## src/rtl/pdf_pkg.sv

```systemverilog
package pdf_pkg;

   typedef enum logic [2:0] {
      DRV_LO   = 3'd0,
      DRV_HI   = 3'd1,
      DRV_Z    = 3'd2,
      DRV_KEEP = 3'd3,
      DRV_TOG  = 3'd4
   } drv_code_e;

   typedef enum logic [2:0] {
      FMT_NR  = 3'd0,
      FMT_R1  = 3'd1,
      FMT_R0  = 3'd2,
      FMT_RZ  = 3'd3,
      FMT_RC  = 3'd4,
      FMT_SBC = 3'd5
   } fmt_e;

   localparam int MIN_TICK_W = 16;

endpackage

```

## src/rtl/pdf_tick_counter.sv

```systemverilog
module pdf_tick_counter #(
   parameter int TICK_W = 16
) (
   input  logic              clk,
   input  logic              rst_n,
   input  logic              vec_start,
   output logic [TICK_W-1:0] tick
);
   localparam logic [TICK_W-1:0] TICK_MAX = {TICK_W{1'b1}};

   logic [TICK_W-1:0] cnt_q;

   always_comb begin
      if (vec_start)
         tick = '0;
      else if (cnt_q == TICK_MAX)
         tick = TICK_MAX;
      else
         tick = cnt_q + 1'b1;
   end

   always_ff @(posedge clk) begin
      if (!rst_n)
         cnt_q <= '0;
      else
         cnt_q <= tick;
   end

   p_restart_r2: assert property (@(posedge clk) disable iff (!rst_n)
      vec_start |=> (cnt_q == '0));

   p_step_r2: assert property (@(posedge clk) disable iff (!rst_n)
      (!vec_start && cnt_q != TICK_MAX) |=> (cnt_q == TICK_W'($past(cnt_q) + 1'b1)));

   p_saturate_r2: assert property (@(posedge clk) disable iff (!rst_n)
      (!vec_start && cnt_q == TICK_MAX) |=> (cnt_q == TICK_MAX));

endmodule

```

## src/rtl/pdf_edge_select.sv

```systemverilog
module pdf_edge_select #(
   parameter int TICK_W = 16,
   parameter int PHASES = 4,
   parameter int SEL_W  = 2
) (
   input  logic                     clk,
   input  logic                     rst_n,
   input  logic                     load,
   input  logic [PHASES*TICK_W-1:0] phase_vec,
   input  logic [SEL_W-1:0]         a_sel,
   input  logic [SEL_W-1:0]         r_sel,
   output logic [TICK_W-1:0]        t_assert,
   output logic [TICK_W-1:0]        t_return
);
   logic [TICK_W-1:0] ph [PHASES];
   logic [TICK_W-1:0] a_now, r_now;
   logic [TICK_W-1:0] a_q, r_q;

   for (genvar g = 0; g < PHASES; g++) begin : g_slice
      assign ph[g] = phase_vec[g*TICK_W +: TICK_W];
   end

   if (PHASES == 1) begin : g_single
      assign a_now = ph[0];
      assign r_now = ph[0];
   end else if (PHASES == (1 << SEL_W)) begin : g_full
      assign a_now = ph[a_sel];
      assign r_now = ph[r_sel];
   end else begin : g_guarded
      assign a_now = (int'(a_sel) < PHASES) ? ph[a_sel] : ph[0];
      assign r_now = (int'(r_sel) < PHASES) ? ph[r_sel] : ph[0];
   end

   always_ff @(posedge clk) begin
      if (!rst_n) begin
         a_q <= '0;
         r_q <= '0;
      end else if (load) begin
         a_q <= a_now;
         r_q <= r_now;
      end
   end

   assign t_assert = load ? a_now : a_q;
   assign t_return = load ? r_now : r_q;

   p_edge_hold_r3: assert property (@(posedge clk) disable iff (!rst_n)
      (!load ##1 !load) |-> ($stable(t_assert) && $stable(t_return)));

endmodule

```

## src/rtl/pdf_data_track.sv

```systemverilog
module pdf_data_track
   import pdf_pkg::*;
(
   input  logic       clk,
   input  logic       rst_n,
   input  logic       load,
   input  logic [2:0] code_in,
   output logic       drive_en,
   output logic       data_act
);
   logic       en_q, data_q;
   logic       en_new, data_new;

   always_comb begin
      en_new   = 1'b1;
      data_new = data_q;
      case (code_in)
         DRV_LO:   data_new = 1'b0;
         DRV_HI:   data_new = 1'b1;
         DRV_KEEP: data_new = data_q;
         DRV_TOG:  data_new = ~data_q;
         default:  en_new   = 1'b0;
      endcase
   end

   always_ff @(posedge clk) begin
      if (!rst_n) begin
         en_q   <= 1'b0;
         data_q <= 1'b0;
      end else if (load) begin
         en_q   <= en_new;
         data_q <= data_new;
      end
   end

   assign drive_en = load ? en_new   : en_q;
   assign data_act = load ? data_new : data_q;

   p_toggle_r4: assert property (@(posedge clk) disable iff (!rst_n)
      (load && code_in == DRV_TOG) |=> (data_q != $past(data_q)));

   p_keep_r4: assert property (@(posedge clk) disable iff (!rst_n)
      (load && code_in == DRV_KEEP) |=> $stable(data_q));

   p_hiz_data_r4: assert property (@(posedge clk) disable iff (!rst_n)
      (load && code_in == DRV_Z) |=> $stable(data_q));

endmodule

```

## src/rtl/pdf_format_core.sv

```systemverilog
module pdf_format_core
   import pdf_pkg::*;
#(
   parameter int TICK_W = 16
) (
   input  logic              clk,
   input  logic              rst_n,
   input  logic              load,
   input  logic [2:0]        fmt_in,
   input  logic              drive_en,
   input  logic              data_act,
   input  logic [TICK_W-1:0] tick,
   input  logic [TICK_W-1:0] t_assert,
   input  logic [TICK_W-1:0] t_return,
   output logic              pin_out,
   output logic              pin_oe
);
   fmt_e fmt_q, fmt_dec, fmt_act;
   logic past_a, in_win;
   logic out_q, oe_q, out_d, oe_d;

   assign fmt_dec = (fmt_in <= 3'd5) ? fmt_e'(fmt_in) : FMT_NR;
   assign fmt_act = load ? fmt_dec : fmt_q;

   assign past_a = (tick >= t_assert);
   assign in_win = past_a && (tick < t_return);

   always_comb begin
      out_d = out_q;
      oe_d  = oe_q;
      if (!drive_en) begin
         oe_d = 1'b0;
      end else begin
         case (fmt_act)
            FMT_R1: begin
               oe_d  = 1'b1;
               out_d = in_win ? data_act : 1'b1;
            end
            FMT_R0: begin
               oe_d  = 1'b1;
               out_d = in_win ? data_act : 1'b0;
            end
            FMT_RZ: begin
               oe_d = in_win;
               if (in_win) out_d = data_act;
            end
            FMT_RC: begin
               if (past_a) begin
                  oe_d  = 1'b1;
                  out_d = in_win ? data_act : ~data_act;
               end
            end
            FMT_SBC: begin
               oe_d  = 1'b1;
               out_d = in_win ? data_act : ~data_act;
            end
            default: begin
               if (past_a) begin
                  oe_d  = 1'b1;
                  out_d = data_act;
               end
            end
         endcase
      end
   end

   always_ff @(posedge clk) begin
      if (!rst_n) begin
         fmt_q <= FMT_NR;
         out_q <= 1'b0;
         oe_q  <= 1'b0;
      end else begin
         if (load) fmt_q <= fmt_dec;
         out_q <= out_d;
         oe_q  <= oe_d;
      end
   end

   assign pin_out = out_q;
   assign pin_oe  = oe_q;

   p_hiz_vector_r5: assert property (@(posedge clk) disable iff (!rst_n)
      !drive_en |=> !pin_oe);

   p_nr_hold_r6: assert property (@(posedge clk) disable iff (!rst_n)
      (drive_en && !load && fmt_act == FMT_NR && tick > t_assert) |=> $stable(pin_out));

   p_rail_oe_r7: assert property (@(posedge clk) disable iff (!rst_n)
      (drive_en && (fmt_act == FMT_R1 || fmt_act == FMT_R0)) |=> pin_oe);

   p_sbc_oe_r10: assert property (@(posedge clk) disable iff (!rst_n)
      (drive_en && fmt_act == FMT_SBC) |=> pin_oe);

endmodule

```

## src/rtl/pin_drive_formatter.sv

```systemverilog
module pin_drive_formatter
   import pdf_pkg::*;
#(
   parameter int TICK_W = 16,
   parameter int PHASES = 4,
   localparam int SEL_W = (PHASES > 1) ? $clog2(PHASES) : 1
) (
   input  logic                     clk,
   input  logic                     rst_n,
   input  logic                     vec_start,
   input  logic [2:0]               drv_code,
   input  logic [2:0]               fmt_sel,
   input  logic [PHASES*TICK_W-1:0] phase_times,
   input  logic [SEL_W-1:0]         assert_sel,
   input  logic [SEL_W-1:0]         return_sel,
   output logic                     pin_out,
   output logic                     pin_oe
);
   if (TICK_W < MIN_TICK_W) begin : g_chk_tick
      $error("pin_drive_formatter: TICK_W below minimum edge range");
   end
   if (PHASES < 1) begin : g_chk_phases
      $error("pin_drive_formatter: PHASES must be at least 1");
   end

   logic [TICK_W-1:0] tick, t_assert, t_return;
   logic              drive_en, data_act;

   pdf_tick_counter #(.TICK_W(TICK_W)) u_cnt (
      .clk       (clk),
      .rst_n     (rst_n),
      .vec_start (vec_start),
      .tick      (tick)
   );

   pdf_edge_select #(.TICK_W(TICK_W), .PHASES(PHASES), .SEL_W(SEL_W)) u_edges (
      .clk       (clk),
      .rst_n     (rst_n),
      .load      (vec_start),
      .phase_vec (phase_times),
      .a_sel     (assert_sel),
      .r_sel     (return_sel),
      .t_assert  (t_assert),
      .t_return  (t_return)
   );

   pdf_data_track u_data (
      .clk      (clk),
      .rst_n    (rst_n),
      .load     (vec_start),
      .code_in  (drv_code),
      .drive_en (drive_en),
      .data_act (data_act)
   );

   pdf_format_core #(.TICK_W(TICK_W)) u_fmt (
      .clk      (clk),
      .rst_n    (rst_n),
      .load     (vec_start),
      .fmt_in   (fmt_sel),
      .drive_en (drive_en),
      .data_act (data_act),
      .tick     (tick),
      .t_assert (t_assert),
      .t_return (t_return),
      .pin_out  (pin_out),
      .pin_oe   (pin_oe)
   );

   p_reset_idle_r1: assert property (@(posedge clk)
      !rst_n |=> (!pin_oe && !pin_out));

endmodule

```

## config.mk

```make
export PLATFORM = sky130hd
export DESIGN_NAME = pin_drive_formatter
export DESIGN_NICKNAME = d
export VERILOG_FILES = /design/src/rtl/pdf_pkg.sv /design/src/rtl/pdf_tick_counter.sv /design/src/rtl/pdf_edge_select.sv /design/src/rtl/pdf_data_track.sv /design/src/rtl/pdf_format_core.sv /design/src/rtl/pin_drive_formatter.sv
export SDC_FILE = /design/constraint.sdc
export NUM_CORES = 1
export LEC_CHECK = 0
export BUFFER_PORTS_ARGS = -buffer_cell sky130_fd_sc_hd__buf_2
export CAP_MARGIN = 0
export CORE_MARGIN = 2
export CORE_UTILIZATION = 25
export CTS_CLUSTER_SIZE = 12
export DETAILED_ROUTE_END_ITERATION = 7
export PLACE_DENSITY = 0.53
export SKIP_LAST_GASP = 1
export SYNTH_ARGS = -nofsm -noshare
export SYNTH_HDL_FRONTEND = slang
export SYNTH_SLANG_ARGS = --single-unit
```

## constraint.sdc

```tcl
create_clock -name clk -period 5.9 [get_ports clk]
set_input_delay 1.18 -clock clk [delete_from_list [all_inputs] [get_ports clk]]
set_output_delay 1.18 -clock clk [all_outputs]
set_load 0.01 [all_outputs]
```

==> reports/metrics.cfg <==
[outcome]
outcome=finished clean

[pwr]
p_leak_nw=1.997
ir_drop_v=0.0001062
p_per_area_nw_per_um2=203.0

[synthesis]
synth-seq-cells=55
synth_top_family_by_area=multiplexers
synth_area_per_cell_um2=10.10
synthXorXnorAreaFrac_pct=2.043
synthTopCellsByArea=dfxtp_1 29%, mux4_2 19%, ha_1 11%, mux2i_1 8.0%, nor2_1 4.6%
synth_nets=493
syn_area_um2=3859
synth_top_area_cell=dfxtp_1
yosysSeqAreaShare_pct=28.53
ys_warn_count=0
ys.flop_type=dfxtp_1
synth_cell_types=53
synth_fa_ha_area_share_pct=11.02
synth_top_area_share_pct=28.53
syn_inst=382
synthMuxAreaShare_pct=27.30
async_flop_share_pct=0
synth-compound-area-share_pct=11.02
synth-edff-count=0
synthSimpleGateAreaFrac_pct=16.60

[detailed_routing]
routed_wl_um=9896
drc=0
detail-route-antenna-nets=0
dr.first_iter.drc_count=106
first_pass_iters=4
dr_total_vias=3162
post_drt_via_cell_ratio=4.925
wl_per_cell_um=15.41

[placed_design]
dp_hpwl_um=8091
numPortBuffers=78
place_congestion=0.8078
dpl_cell_area_um2=4459
place_ws_ns=0.4574

[sta]
setup_slack_ns=0.8190
period_needed_ns=5.081
maxSlewViolCount=0
rsz0062_at_grt=no
setup_tns_ns=0
tightest_slew_ns=0.6712
fin_worst_skew_ns=0.005394
fmax_mhz=196.8
slew_headroom_pct=55.25
finalCritPeriodShare_pct=86.12
hold_viol=0
setup_viol=0
whs_ns=0.4768

[clocking]
cts_hold_buf=0
clock_sinks=55
clkLatencyLatePin_ns=0.30
cts-resized-gates=0
tritoncts=built
ctsHtreeMaxLevel=2
cts_buffer_depth=2
post_cts_buffers=0
numCtsBuffers=5
clk_pin_slew_worst_paths_ns=0.07
clockRootBuffer=clkbuf_16

[finish]
most-common-layout-cells=78 x buf_2, 55 x dfxtp_1, 47 x nor2_1, 34 x ha_1, 32 x mux4_2
antenna_cells=0
fin_area_um2=4633
layout_commonest_cell=buf_2
post-route-util_pct=30.59
drive_above_1_share_pct=30.62
synthToLayoutAreaGrowth_pct=20.07
nNetsFinal=564

[global_route]
grt_pass1_wl_um=16330
grt_usage_pct=12.50
grt_overflow=0
antenna_found_initial=0
grt_max_degree=26
grt_pass1_vias=3281

[worst_setup_path]
cpPeakStageDelay_ns=0.53
crit_type=in2reg
cp.arrival_ns=5.27
start_kind=input port
worst_ep_required_time_ns=6.08
critPathCaptureType=flop
crit_path_max_fanout=25
crit_chain=buf_2 -> buf_4 -> a211oi_1 -> ha_1 -> and4_1 -> o2111ai_1 -> a31o_1 -> a31oi_4 -> o311ai_1 -> or3_4 -> inv_1 -> ha_1 -> o21ai_0 -> o41ai_1 -> a221o_1 -> o21ai_2 -> mux2i_1 -> a221o_1
slowest_stage=a211oi_1

[floorplan]
rows=45
ioPinCount=79
die_w_um=128.2
dieArea_um2=16440
die_y_um=128.2
initial_utilization_pct=25.48
core_um2=15150

[run]
maxCapViolations=0

[min_path]
worstHoldPathType=reg2reg

sequential cells by signal, indices dropped and copies added, names as in the netlist:
register,count
u_fmt.pin_out,1
u_data.en_q,1
u_edges.r_q,16
u_fmt.pin_oe,1
u_data.data_q,1
u_edges.a_q,16
u_cnt.cnt_q,16
u_fmt.fmt_q,3
critical path, delay by kind of cell:
family | cells | cell delay, ns
muxes | 1 | 0.08
buffers and inverters | 3 | 0.69
AOI/OAI and AO/OA | 10 | 2.21
adders and majority gates | 2 | 0.49
and+or+nand+nor | 2 | 0.62
through the flow:
step / power (W) / instances
2_1_floorplan: 0.0005357 / 382
3_3_place_gp: 0.0005989 / 634
3_5_place_dp: 0.0006040 / 634
4_1_cts: 0.0009517 / 642
5_1_grt: 0.0009908 / 642
6_report: 0.0009404 / 642
metal layers:
metal / track usage [%] / up-vias / wire, µm
met5: 0 / - / 0
met4: 2.780 / 0 / 88
met3: 1.669 / 6 / 293
met2: 21.96 / 53 / 4832
met1: 16.31 / 1526 / 4682
li1: - / 1577 / -
cells in the mapped netlist (all sizes together) (2+ instances only):
library cell  instances
or4                   3
and2                 17
a21o                  5
a2111oi               2
mux2i                31
inv                   9
ha                   34
dfxtp                55
nor2b                 4
a31o                  2
nand2b                2
and4                  3
mux4                 32
nand2                17
o21a                  3
nor2                 47
nand4                 7
o21ai                 9
mux2                  2
a21oi                18
nor4                  3
a31oi                 6
nand3                10
a221o                 2
clkbuf               17
nor3                  7
o2111ai               2
a211oi                3
buf                   7
xor2                  7
xnor2                 2
nand3b                2
report_power, final:
group / switching [W] / internal [W]
Sequential: 0.00000604 / 0.000391
Combinational: 0.0000983 / 0.0000985
Clock: 0.000135 / 0.000211
path summary, 6_finish.rpt:
check,startpoint,end,slack [ns],cells after the start
max,vec_start,u_fmt.pin_out$_SDFFE_PN0P_,0.82,18
min,u_edges.r_q[0]$_SDFF_PN0_,u_edges.r_q[0]$_SDFF_PN0_,0.48,2
max reg2reg,u_cnt.cnt_q[3]$_SDFF_PN0_,u_fmt.pin_out$_SDFFE_PN0P_,0.93,19
min reg2reg,u_edges.r_q[0]$_SDFF_PN0_,u_edges.r_q[0]$_SDFF_PN0_,0.48,2
logic make-up (layout without fill, tap and decap cells):
group	after synthesis	after routing
adders and majority gates	34	34
buffers and inverters	33	105
xor gates and xnor gates	9	9
AOI/OAI and AO/OA	59	59
muxes	65	65
DFF	55	55
and+or+nand+nor	127	127
final cells by class:
type / instances / area, µm²
inverters: 9 / 33.78
well taps: 188 / 235.2
multi-input cells: 294 / 2624
flip-flops and latches: 55 / 1101
fillers: 1548 / 10510
clock buffers: 6 / 138.9
repair buffers: 88 / 465.4
clock inverters: 2 / 35.03
No activity file was read; power rests on OpenSTA's default activity.
